===== config.mk =====
export PLATFORM = sky130hd
export DESIGN_NAME = indirect_reg_bridge
export DESIGN_NICKNAME = d
export VERILOG_FILES = /design/src/rtl/ibr_pkg.sv /design/src/rtl/ibr_ctrl.sv /design/src/rtl/ibr_datapath.sv /design/src/rtl/indirect_reg_bridge.sv
export SDC_FILE = /design/constraint.sdc
export NUM_CORES = 1
export LEC_CHECK = 0
export BUFFER_PORTS_ARGS = -buffer_cell sky130_fd_sc_hd__buf_4
export CAP_MARGIN = 10
export CORE_AREA = 2 2 93 95
export DETAILED_ROUTE_END_ITERATION = 7
export DIE_AREA = 0 0 95 97
export PLACE_DENSITY = 0.67
export SLEW_MARGIN = 20
export SYNTH_ARGS = -nofsm -noshare
export SYNTH_HDL_FRONTEND = slang
export SYNTH_SLANG_ARGS = --single-unit

===== constraint.sdc =====
create_clock -name clk -period 2.6 [get_ports clk]
set_input_delay 0.52 -clock clk [delete_from_list [all_inputs] [get_ports clk]]
set_output_delay 0.52 -clock clk [all_outputs]
set_load 0.01 [all_outputs]

===== src/rtl/ibr_pkg.sv =====
package ibr_pkg;
  typedef enum logic [1:0] {
    OP_IDLE0 = 2'd0,
    OP_IDLE1 = 2'd1,
    OP_READ  = 2'd2,
    OP_WRITE = 2'd3
  } opCode_t;

  // strobes from the sequencer to the register datapath
  typedef struct packed {
    logic ctrlLoad;   // store offset and op code
    logic dataLoad;   // store host data
    logic rdCapture;  // latch shared read data
    logic rdFail;     // fill data with all ones
    logic errSet;
    logic errClr;
  } dpStrobe_t;
endpackage


===== src/rtl/ibr_ctrl.sv =====
module ibr_ctrl
  import ibr_pkg::*;
#(
  parameter int TIMEOUT = 64
) (
  input  logic       clk,
  input  logic       rstN,
  input  logic       ctrlWrite,
  input  logic       dataWrite,
  input  opCode_t    wrOp,
  input  logic       wrErrClr,
  input  logic       curWrite,
  input  logic       shrAck,
  output dpStrobe_t  strobe,
  output logic       busy,
  output logic       shrReq
);
  localparam int CNT_W = $clog2(TIMEOUT + 1);
  localparam logic [CNT_W-1:0] LAST = CNT_W'(TIMEOUT - 1);

  typedef enum logic {ST_IDLE, ST_BUSY} state_t;
  state_t state;
  logic [CNT_W-1:0] waitCnt;
  logic isTrig, start, doneAck, expire;

  assign busy    = (state == ST_BUSY);
  assign isTrig  = (wrOp == OP_READ) || (wrOp == OP_WRITE);
  assign start   = ctrlWrite && !busy && isTrig;
  assign doneAck = busy && shrAck;
  assign expire  = busy && !shrAck && (waitCnt == LAST);

  always_comb begin
    strobe.ctrlLoad  = ctrlWrite && !busy;
    strobe.dataLoad  = dataWrite && !busy;
    strobe.rdCapture = doneAck && !curWrite;
    strobe.rdFail    = expire && !curWrite;
    strobe.errSet    = (ctrlWrite && busy && isTrig) || expire;
    strobe.errClr    = ctrlWrite && wrErrClr;
  end

  always_ff @(posedge clk) begin
    if (!rstN) begin
      state   <= ST_IDLE;
      waitCnt <= '0;
      shrReq  <= 1'b0;
    end else begin
      shrReq <= start;
      if (start) begin
        state   <= ST_BUSY;
        waitCnt <= '0;
      end else if (doneAck || expire) begin
        state <= ST_IDLE;
      end else if (busy) begin
        waitCnt <= waitCnt + 1'b1;
      end
    end
  end
endmodule


===== src/rtl/ibr_datapath.sv =====
module ibr_datapath
  import ibr_pkg::*;
#(
  parameter int DATA_W = 32,
  parameter int OFS_W  = 16
) (
  input  logic              clk,
  input  logic              rstN,
  input  dpStrobe_t         strobe,
  input  logic              busy,
  input  logic              selCtrl,
  input  logic              selData,
  input  logic [OFS_W-1:0]  wrOfs,
  input  opCode_t           wrOp,
  input  logic [DATA_W-1:0] wrData,
  input  logic [DATA_W-1:0] shrRdData,
  output logic [DATA_W-1:0] rdData,
  output logic [OFS_W-1:0]  shrOffset,
  output logic [DATA_W-1:0] shrWrData,
  output logic              curWrite,
  output logic              errFlag
);
  localparam int PAD_W = DATA_W - OFS_W - 4;

  logic [OFS_W-1:0]  ofsReg;
  opCode_t           opReg;
  logic [DATA_W-1:0] dataReg;
  logic [DATA_W-1:0] ctrlWord;

  always_ff @(posedge clk) begin
    if (!rstN) begin
      ofsReg  <= '0;
      opReg   <= OP_IDLE0;
      dataReg <= '0;
      errFlag <= 1'b0;
    end else begin
      if (strobe.ctrlLoad) begin
        ofsReg <= wrOfs;
        opReg  <= wrOp;
      end
      if (strobe.rdFail)         dataReg <= '1;
      else if (strobe.rdCapture) dataReg <= shrRdData;
      else if (strobe.dataLoad)  dataReg <= wrData;
      if (strobe.errSet)         errFlag <= 1'b1;
      else if (strobe.errClr)    errFlag <= 1'b0;
    end
  end

  assign ctrlWord  = {busy, errFlag, opReg, {PAD_W{1'b0}}, ofsReg};
  assign rdData    = selCtrl ? ctrlWord : (selData ? dataReg : '0);
  assign shrOffset = ofsReg;
  assign shrWrData = dataReg;
  assign curWrite  = (opReg == OP_WRITE);
endmodule


===== src/rtl/indirect_reg_bridge.sv =====
module indirect_reg_bridge
  import ibr_pkg::*;
#(
  parameter int          ADDR_W   = 12,
  parameter int          DATA_W   = 32,
  parameter int          OFS_W    = 16,
  parameter int          TIMEOUT  = 64,
  parameter logic [11:0] CTRL_OFS = 12'h0EC,
  parameter logic [11:0] DATA_OFS = 12'h0F4
) (
  input  logic              clk,
  input  logic              rstN,
  input  logic              hostWrEn,
  input  logic [ADDR_W-1:0] hostAddr,
  input  logic [DATA_W-1:0] hostWrData,
  output logic [DATA_W-1:0] hostRdData,
  output logic              shrReq,
  output logic              shrWrite,
  output logic [OFS_W-1:0]  shrOffset,
  output logic [DATA_W-1:0] shrWrData,
  input  logic [DATA_W-1:0] shrRdData,
  input  logic              shrAck
);
  localparam int OP_LSB = DATA_W - 4;
  localparam int ERR_BIT = DATA_W - 2;

  dpStrobe_t strobe;
  logic selCtrl, selData, busy, errFlag, curWrite;
  opCode_t wrOp;
  logic unusedHostBits;

  assign selCtrl = (hostAddr == ADDR_W'(CTRL_OFS));
  assign selData = (hostAddr == ADDR_W'(DATA_OFS));
  assign wrOp    = opCode_t'(hostWrData[OP_LSB+1:OP_LSB]);
  assign unusedHostBits = ^{hostWrData[DATA_W-1], hostWrData[OP_LSB-1:OFS_W]};
  assign shrWrite = curWrite;

  ibr_ctrl #(.TIMEOUT(TIMEOUT)) u_ctrl (
    .clk(clk), .rstN(rstN),
    .ctrlWrite(hostWrEn && selCtrl),
    .dataWrite(hostWrEn && selData),
    .wrOp(wrOp), .wrErrClr(hostWrData[ERR_BIT]),
    .curWrite(curWrite), .shrAck(shrAck),
    .strobe(strobe), .busy(busy), .shrReq(shrReq)
  );

  ibr_datapath #(.DATA_W(DATA_W), .OFS_W(OFS_W)) u_dp (
    .clk(clk), .rstN(rstN), .strobe(strobe), .busy(busy),
    .selCtrl(selCtrl), .selData(selData),
    .wrOfs(hostWrData[OFS_W-1:0]), .wrOp(wrOp), .wrData(hostWrData),
    .shrRdData(shrRdData), .rdData(hostRdData),
    .shrOffset(shrOffset), .shrWrData(shrWrData),
    .curWrite(curWrite), .errFlag(errFlag)
  );
endmodule


==> Word level (Yosys, flattened, before mapping) <==
Cells that the tools add are included.
{ "word_totals": {"reg_bits": 60, "input_bits": 80, "wordCells": 49} }
{ "classes": {"add_sub_neg": 1, "mux": 9, "n_bitwise": 2, "eq_ne": 6, "reduce_logical": 24} }
{ "ops": {"columns": ["operator", "count"], "rows": [
  ["32-bit two-way mux", 5],
  ["12-bit by 8-bit == test with 1-bit output (second input constant)", 2],
  ["1-bit logical AND", 13],
  ["7-bit by 1-bit adder with 7-bit output (second input constant)", 1],
  ["7-bit by 6-bit == test with 1-bit output (second input constant)", 1],
  ["2-bit == test (second input constant)", 3],
  ["1-bit two-way mux", 4],
  ["2-bit nonzero test", 2],
  ["1-bit zero test", 3],
  ["1-bit logical OR", 3],
  ["3-bit nonzero test", 1],
  ["1-bit inverter", 2],
  ["2-bit AND reduction", 1],
  ["2-bit OR reduction", 1]
]} }

==> Longest topological paths before layout <==
{ "depth": {"word_depth": 6, "mapped_depth": 7, "depth_no_buf": 5} }

==> By module <==
Synthesis repeated with hierarchy kept, for this count alone.
{ "unflattened": {"cells_unflattened": 323, "hier_area_um2": 3116.7} }
{ "by_module_without_submodules": {"columns": ["module", "seq_area_each_um2", "cells_per_inst", "n_inst", "area_per_inst_um2"], "rows": [
  ["ibr_datapath", 1021.0, 257, 1, 2548.7],
  ["ibr_ctrl", 180.2, 57, 1, 495.5],
  ["indirect_reg_bridge", 0.0, 9, 1, 72.6]
]} }

==> Least setup slack after synthesis <==
No wires, ideal clock.
{ "synth_path": {"path_kind": "input to output", "from": "input hostAddr[0]", "to": "output hostRdData[0]", "path_stages": 4, "path_buffers": 1, "slack_ps": 271, "t_arrival_ps": 1809, "required_ps": 2080, "cell_sequence": "nand4bb_1 > nor4_1 > clkbuf_1 > a22o_1"} }
{ "synth_via": {"elab_chain_len": 3, "word_cells_on_any_way": 4, "cone_classes": "eq/ne: 2; mux: 2"} }
{ "synth_lines": {"columns": ["element", "line", "rtl"], "rows": [
  ["start, declared", "indirect_reg_bridge.sv:14", "input logic [ADDR_W-1:0] hostAddr,"],
  ["12-bit by 8-bit == test with 1-bit output", "indirect_reg_bridge.sv:33", "assign selData = (hostAddr == ADDR_W'(DATA_OFS));"],
  ["32-bit two-way mux", "ibr_datapath.sv:50", "assign rdData = selCtrl ? ctrlWord : (selData ? dataReg : '0);"],
  ["32-bit two-way mux *", "ibr_datapath.sv:50", null],
  ["end, declared", "indirect_reg_bridge.sv:16", "output logic [DATA_W-1:0] hostRdData,"]
]} }
Mark *: on every way between the ends. The rest lies on a longest branch, timed or not.

==> Worst setup path in the final report <==
{ "layout_path": {"from": "input hostAddr[0]", "to": "output hostRdData[28]"} }
The elaborated chain is that of the path after synthesis.

==> out/results.ini <==
[power_and_ir_drop]
internal_power_mw = 1.51
clkPwrFrac = 0.442
netSwitchingFraction = 0.219
ir_worst_vdd_uv = 264
switchingPower_mw = 0.423
combPwrFrac = 0.082
fin_total_pwr_mw = 1.93
power_frac_seq = 0.476
power_per_cell_area_nw_per_um2 = 441
power.leakage_nw = 1.81

[worst_hold_path]
hold_start = hostWrData[9]
min_path_cells = 3
min_to = u_dp.shrOffset[9]
hold_path.class = primary input to flip-flop

[critical_path]
worstReg2RegEnd = u_dp.shrWrData[17]
path_delay_family = simple AND/OR/NAND/NOR gates
cpPeakStageDelay_ps = 320
critPathSlowestCell = nor4_2
critPathLaunchType = primary input
rrSetupSlack_ps = 830
r2r_cells = 5
crit_chain = buf_4 -> nand4bb_1 -> nor4_2 -> buf_4 -> a22o_1 -> buf_4
cp.buffers_inverters = 3
crit_fanout = 22
required_ps = 2080
endpoint_kind = primary output
crit_path_frequent_cell = buf_4
crit_arrival_ps = 1860
crit_type = primary input to primary output
r2r_start = u_dp.opReg[1]

[cts]
htreeDepth = 3
post_cts_buffers = 0
post_cts_resized = 0
cts_max_path_buffers = 2
cts-root-buf = clkbuf_8
cts_made_buffers = 9
postCtsHoldBufs = 0
numClockSinks = 60
clk_latency_ps = 330
clk_pin_slew_ps = 70
cts_tree = done

[global_route]
grt_max_degree = 34
grt_pass1_vias = 3257
grt_pass1_wl_um = 15900
grt_overflow = 0
grt_usage = 0.220
antenna_found_initial = 0

[place]
port_buffers = 161
routabilityCongestion = 0.782
dp_hpwl_um = 7420

[sta]
clock_skew_ps = 4.84
rsz0062_at_grt = false
drv_slew = 0
min_period_ps = 2380
relSlewSlack = 0.610
hold_ws_ps = 442
min_period_over_period = 0.915
worstMarginPinSlew_ps = 585
finalSetupViolCount = 0
max_freq_mhz = 420
fin_tns_setup_ps = 0
hold_viol_final = 0

[routing]
wl_met3_um = 657
wl_met1_um = 4300
drc = 0
wl_per_cell_um = 16.7
ant_nets = 0
top_layer = met4
firstDrtPassIters = 4
via_per_inst = 5.33
drt-total-wl_um = 10100
vias = 3217
wl_met2_um = 5020
drt_iter0_markers = 73

[cells_and_area]
final_core_util = 0.539
fin_nets = 575
drive_gt1_frac = 0.397
diodes = 0
syn_to_final_growth_pct = 55.0

[floorplan]
dieWidth_um = 95
dieArea_um2 = 9220
io_pins = 162
die_h_um = 97
start_util = 0.348
core_region_area_um2 = 8130
placementRows = 33

[synthesis]
synth-seq-area-share = 0.425
async_flop_share = 0
synth.distinct_cells = 36
synth_flop_cell = dfxtp_1
synth_area_um2 = 2830
synthCells = 335
syn_avg_cell_area_um2 = 8.44
synth_edf_count = 0
ys_ff_latch = 60
syn_nets = 416
ys_warn_count = 0

[job]
cap_viol_max_count = 0

[run_status]
status = finished, final reports clean

## power by group through the flow
stage / Combinational, mW / Clock (mW) / Sequential, mW
after detailed placement: 0.157 / 0 / 0.940
after global routing: 0.171 / 0.931 / 0.918
final: 0.158 / 0.853 / 0.919
after global placement: 0.155 / 0 / 0.940
after CTS: 0.158 / 0.880 / 0.919
after floorplan: 0.0422 / 0 / 0.940
## layout make-up
| class | instances | area, µm² |
|---|---|---|
| multi-input cells | 209 | 1360 |
| clock buffers | 12 | 155 |
| flip-flops and latches | 60 | 1200 |
| inverters | 36 | 135 |
| fillers | 778 | 3750 |
| repair buffers | 178 | 1350 |
| clock inverters | 4 | 47.5 |
| well taps | 105 | 131 |
## state kept, by name (all words and copies together) (netlist names)
name	count
u_ctrl.busy	1
u_dp.shrWrData	32
u_ctrl.waitCnt	7
u_dp.errFlag	1
u_dp.opReg	2
u_ctrl.shrReq	1
u_dp.shrOffset	16
## how the worst max path moves through the flow
stage / startpoint / endpoint / slack, ps / cells after the start
floorplan: hostAddr[0] / hostRdData[0] / 270 / 4
global placement: hostAddr[11] / hostRdData[18] / 210 / 6
detailed placement: hostAddr[11] / hostRdData[16] / 220 / 6
CTS: hostAddr[11] / hostRdData[16] / 210 / 6
global route: hostAddr[0] / hostRdData[29] / 120 / 6
finish: hostAddr[0] / hostRdData[28] / 220 / 6
## cell usage after synthesis, types with 3 or more instances
master	n	area [µm²]
dfxtp_1	60	1200
nand2_1	39	146
inv_1	36	135
a31oi_1	33	206
o221ai_1	32	280
clkbuf_1	23	86.3
a21oi_1	20	100
a22o_1	20	175
nor4_1	15	93.8
nor2_1	7	26.3
buf_2	4	20.0
nand3_1	4	20.0
nand4_1	4	25.0
and4b_1	3	30.0
buf_6	3	33.8
## worst register-to-register path, stage by stage (launching register included)
cell	delay, ps
dfxtp_1	330
and2_1	190
nand3b_1	460
buf_4	360
o221ai_1	250
a31oi_1	70
## placed cells by master (no fill, tap or decap), types with 3 or more instances in the layout
cell type  Yosys  layout
nand2_1       39      39
a21oi_1       20      20
dfxtp_1       60      60
and4b_1        3       3
nand4_1        4       4
nor4_1        15      14
buf_4          0     177
a31oi_1       33      33
nand3_1        4       4
o221ai_1      32      32
inv_1         36      36
nor2_1         7       7
clkbuf_8       0      11
a22o_1        20      20
## kinds of logic (layout without fill, tap and decap cells)
| logic type | Yosys count | after routing | synth area share |
|---|---|---|---|
| compound gates | 112 | 112 | 0.286 |
| xor+xnor | 4 | 4 | 0.0124 |
| fa+ha+maj | 1 | 1 | 0.00442 |
| buf+inv | 66 | 230 | 0.0973 |
| flops | 60 | 60 | 0.425 |
| mux | 1 | 1 | 0.00354 |
| simple gates | 91 | 91 | 0.172 |
## per-layer routing
metal | global-route usage | vias up
li1 | - | 1571
met1 | 0.273 | 1508
met2 | 0.367 | 131
met3 | 0.0561 | 7
met4 | 0.0736 | 0
met5 | 0 | -
## through the flow
step                instances  worst slack [ps]  cell area [µm²]
floorplan                 335               271             2830
global placement          588               208             4180
detailed placement        588               219             4180
CTS                       604               205             4380
global route              604               123             4380
finish                    604               220             4380
Power figures use the tool's default switching activity.
